**src/rtl/dram_refresh_sched.sv**
```systemverilog
module dram_refresh_sched #(
  parameter longint CLK_HZ      = 50_000_000,
  parameter longint STARTUP_NS  = 200_000,
  parameter longint INTERVAL_NS = 15_625,
  parameter int     WARMUP      = 8,
  parameter int     PEND_MAX    = 8
) (
  input  logic clk,
  input  logic rst_n,
  input  logic ref_ack,
  output logic ref_req,
  output logic mem_ready,
  output logic pend_overflow
);

  localparam longint STARTUP_CYC  = (STARTUP_NS * CLK_HZ + 64'd999_999_999) / 64'd1_000_000_000;
  localparam longint INTERVAL_CYC = (INTERVAL_NS * CLK_HZ) / 64'd1_000_000_000;
  localparam longint CNT_TOP      = (STARTUP_CYC > INTERVAL_CYC) ? STARTUP_CYC : INTERVAL_CYC;
  localparam int     CW           = $clog2(CNT_TOP) + 1;
  localparam int     WW           = $clog2(WARMUP + 1);
  localparam int     PW           = $clog2(PEND_MAX + 1);
  localparam logic [CW-1:0] START_LAST = CW'(STARTUP_CYC - 1);
  localparam logic [CW-1:0] INTV_LAST  = CW'(INTERVAL_CYC - 1);
  localparam logic [PW-1:0] PMAX       = PW'(PEND_MAX);

  typedef enum logic [1:0] {PH_WAIT, PH_WARM, PH_RUN} phase_t;

  phase_t          phase;
  logic [CW-1:0]   cnt;
  logic [WW-1:0]   warm_left;
  logic [PW-1:0]   pend, pend_nxt;
  logic            tick, ack_take;

  assign tick     = (phase == PH_RUN) && (cnt == INTV_LAST);
  assign ack_take = ref_ack && (pend != '0);

  always_comb begin
    pend_nxt = pend;
    case ({tick, ack_take})
      2'b10:   pend_nxt = (pend == PMAX) ? pend : pend + PW'(1);
      2'b01:   pend_nxt = pend - PW'(1);
      default: pend_nxt = pend;
    endcase
  end

  always_ff @(posedge clk or negedge rst_n) begin
    if (!rst_n) begin
      phase         <= PH_WAIT;
      cnt           <= '0;
      warm_left     <= WW'(WARMUP);
      pend          <= '0;
      mem_ready     <= 1'b0;
      pend_overflow <= 1'b0;
    end else begin
      case (phase)
        PH_WAIT: begin
          if (cnt == START_LAST) begin
            phase <= PH_WARM;
            cnt   <= '0;
          end else begin
            cnt <= cnt + CW'(1);
          end
        end
        PH_WARM: begin
          if (ref_ack) begin
            warm_left <= warm_left - WW'(1);
            if (warm_left == WW'(1)) begin
              phase     <= PH_RUN;
              mem_ready <= 1'b1;
            end
          end
        end
        default: begin
          cnt  <= tick ? '0 : cnt + CW'(1);
          pend <= pend_nxt;
          if (tick && !ref_ack && pend == PMAX) pend_overflow <= 1'b1;
        end
      endcase
    end
  end

  assign ref_req = (phase == PH_WARM) || (pend != '0);

endmodule

```
**config.mk**
```make
export PLATFORM = sky130hd
export DESIGN_NAME = dram_refresh_sched
export DESIGN_NICKNAME = d
export VERILOG_FILES = /design/src/rtl/dram_refresh_sched.sv
export SDC_FILE = /design/constraint.sdc
export NUM_CORES = 1
export LEC_CHECK = 0
export ABC_AREA = 1
export BUFFER_PORTS_ARGS = -buffer_cell sky130_fd_sc_hd__buf_4
export CORE_MARGIN = 5
export CORE_UTILIZATION = 60
export CTS_CLUSTER_DIAMETER = 150
export CTS_CLUSTER_SIZE = 16
export DETAILED_ROUTE_END_ITERATION = 10
export GPL_TIMING_DRIVEN = 0
export HOLD_SLACK_MARGIN = 0.1
export PLACE_DENSITY_LB_ADDON = 0.3
export SKIP_LAST_GASP = 1
export SYNTH_ARGS = -nofsm -noshare
export SYNTH_HDL_FRONTEND = slang
export SYNTH_SLANG_ARGS = --single-unit
```
**constraint.sdc**
```tcl
create_clock -name clk -period 2 [get_ports clk]
set_input_delay 0.1 -clock clk [delete_from_list [all_inputs] [get_ports clk]]
set_output_delay 0.1 -clock clk [all_outputs]
set_load 0.02 [all_outputs]
```
==> impl_metrics.yaml <==
synth:
  async_flop_share_pct: 100.0
  yosysUniqueCellTypes: 25
  yosys_register_bits: 27
  synth.largest_area_cell: "dfrtp_1"
  synth_edf_count: 0
  ys_top_cells_by_count: "35 x nand2_1, 26 x dfrtp_1, 25 x nor2_1, 23 x inv_1, 13 x nand3_1"
  yosysSeqAreaShare_pct: 44.71
  synth_most_common_cell: "nand2_1"
  syn_inst: 183
  synth_nets: 191
  synth_top_area_share_pct: 42.98
  synthTopCellsByArea: "dfrtp_1 43%, nand2_1 8.7%, xor2_1 6.9%"
  ys_warn_count: 0
  postSynthAreaPerCell_sq_um: 8.273
  synthesis.area_sq_mm: 0.001514
  synth-main-ff-cell: "dfrtp_1"
place:
  hpwl_um: 2196
  io_buffers: 5
  gp_congestion: 0.8727
  post-place-ws_ns: -0.03318
  placed_area_sq_mm: 0.001589
clock_tree:
  cts_buffers: 3
  cts_root_buf: "clkbuf_4"
  clock-sinks: 27
  insertion_delay_ns: 0.33
  htreeDepth: 1
  clkTransAtPathRegs_ns: 0.14
  cts_buffer_depth: 2
  cts_tree: "built"
job:
  maxCapViolCount: 0
timing:
  drv_slew: 0
  post-route-period-util_pct: 98.76
  fin_ws_ns: 0.02486
  rsz0062_at_grt: "true"
  max-slew-margin-rel_pct: 75.51
  finalSetupViolCount: 0
  fin_crit_ns: 1.975
  skew_ns: 0.009911
  finalHoldViolations: 0
  fmax_mhz: 506.3
  tightest_slew_ns: 0.3660
global_routing:
  antenna_found_initial: 0
  grtUsageMet1_pct: 22.47
  busiest_layer: "met2"
  grt_pass1_wl_um: 4947
  grt_pass1_vias: 1146
  grt.overflow.total: 0
  grt_max_degree: 28
  met3_usage_pct: 3.888
  use_met2_pct: 31.94
  grt.total_usage_pct: 18.47
drt:
  num_vias: 1210
  wirelength_um: 2938
  drt-wirelength-per-cell_um: 12.72
  drt-vias-per-instance: 5.238
  drt_iter0_drc: 80
  drc: 0
  first_pass_iters: 4
  antenna_left: 0
cells_and_area:
  diodes: 0
  finish.instance_area_sq_mm: 0.001722
  multiInputGateArea_sq_um: 753.2
  regArea_sq_um: 676.9
  fillers: 197
  drive_above_1_share_pct: 20.90
  area_growth_pct: 13.72
  final_util_pct: 70.13
  fin_nets: 210
floorplan:
  die_w_um: 60.23
  rows: 18
  die_area_sq_mm: 0.003628
  io_pins: 6
  die_y_um: 60.23
  floorplan.initialDensity_pct: 61.67
  core_sq_mm: 0.002455
worst_setup_path:
  cp.required_ns: 2.23
  cp_max_fo: 4
  end_kind: "flip-flop"
  rrSetupSlack_ns: 0.02
  worstRegToRegCells: 16
  cp_data_arrival_time_ns: 2.20
  path_class: "reg2reg"
  cp-start-kind: "flip-flop"
power_and_ir_drop:
  powerDensity_mw_per_mm2: 699.5
  power_leakage_uw: 0.0008369
  power_uw: 1204
  vdd_drop_max_mv: 0.7386
status:
  status: "completed"
min_path:
  holdCritPathClass: "in2async"
==> critical path, stage by stage (launching register included) <==
cell	delay [ns]
dfrtp_1	0.43
inv_2	0.09
ha_4	0.12
inv_2	0.03
nor2_2	0.10
nand2_1	0.08
nor2_2	0.14
nand2_2	0.09
nand2_4	0.10
xor2_2	0.07
ha_2	0.18
nor2_2	0.11
nand3_1	0.08
nand2_1	0.09
nand3_1	0.06
nand2_1	0.06
nand2_1	0.05
==> layer usage <==
metal / up-vias / wire length [um]
met2: 26 / 1483
met1: 560 / 1318
met3: 7 / 87
met4: 0 / 49
li1: 617 / -
met5: - / 0
==> repair_timing <==
action | 4_1_cts | 5_1_grt
cloned | 0 | 0
resized for setup | 1 | 9
hold endpoints to repair | 28 | 0
pin swaps | 1 | 7
hold buffers | 2 | 0
setup buffers | 3 | 4
setup endpoints to repair | 1 | 1
==> placed cells by master, fill, tap and decap left out, drive strengths merged <==
cell         count
dfrtp           26
inv             26
nor3             7
buf             13
nand4            6
clkinvlp         1
o41ai            1
dfstp            1
mux2i            1
clkbuf           3
nand2           42
xnor2            1
nand3           14
dlygate4sd3      2
ha               5
a21oi            6
o21ai            5
nor2            28
xor2            12
nand3b           1
==> sequential cells by signal (all words and copies together) (netlist names) <==
name and cells:
mem_ready 1, phase 2, pend_overflow 1, warm_left 4
pend 4, cnt 15
==> cell families after synthesis <==
kind of cell             after synthesis  synth area share [%]
AND/OR/NAND/NOR                       98                 31.24
buffers and inverters                 27                 7.521
flip-flops                            27                 44.71
XOR/XNOR                              13                 7.521
AO/OA/AOI/OAI                         12                 4.215
adder cells (fa/ha/maj)                5                 4.132
multiplexers                           1                0.6612
==> layout make-up <==
type	instances	share of cell area [%]
Sequential cell	27	39.32
Inverter	26	5.959
Clock buffer	3	1.308
Timing Repair Buffer	14	6.395
Clock inverter	1	0.4360
Tap cell	30	2.180
Multi-Input combinational cell	129	43.75
Buffer	1	0.6541
==> power by group <==
| group | switching [uW] | internal [uW] |
|---|---|---|
| combinational | 200 | 130 |
| clock | 159 | 76.7 |
| sequential | 49.9 | 588 |
| total | 409 | 795 |
==> final timing paths <==
| kind | from | end |
|---|---|---|
| max in group asynchronous | rst_n | warm_left[3] |
| min reg2reg | mem_ready | mem_ready |
| max | cnt[0] | pend[2] |
| min | rst_n | cnt[10] |
| max reg2reg | cnt[0] | pend[2] |
| min in group clk | mem_ready | mem_ready |
==> metrics by stage <==
stage | TNS (ns) | cells | hold WS [ns]
2_1_floorplan | 0 | 183 | -0.1956
3_3_place_gp | 0 | 218 | 0.02777
3_5_place_dp | -0.03318 | 218 | 0.03112
4_1_cts | 0 | 227 | 0.1913
5_1_grt | -0.1257 | 231 | 0.1788
6_report | 0 | 231 | 0.1898
Power figures use the tool's default switching activity.
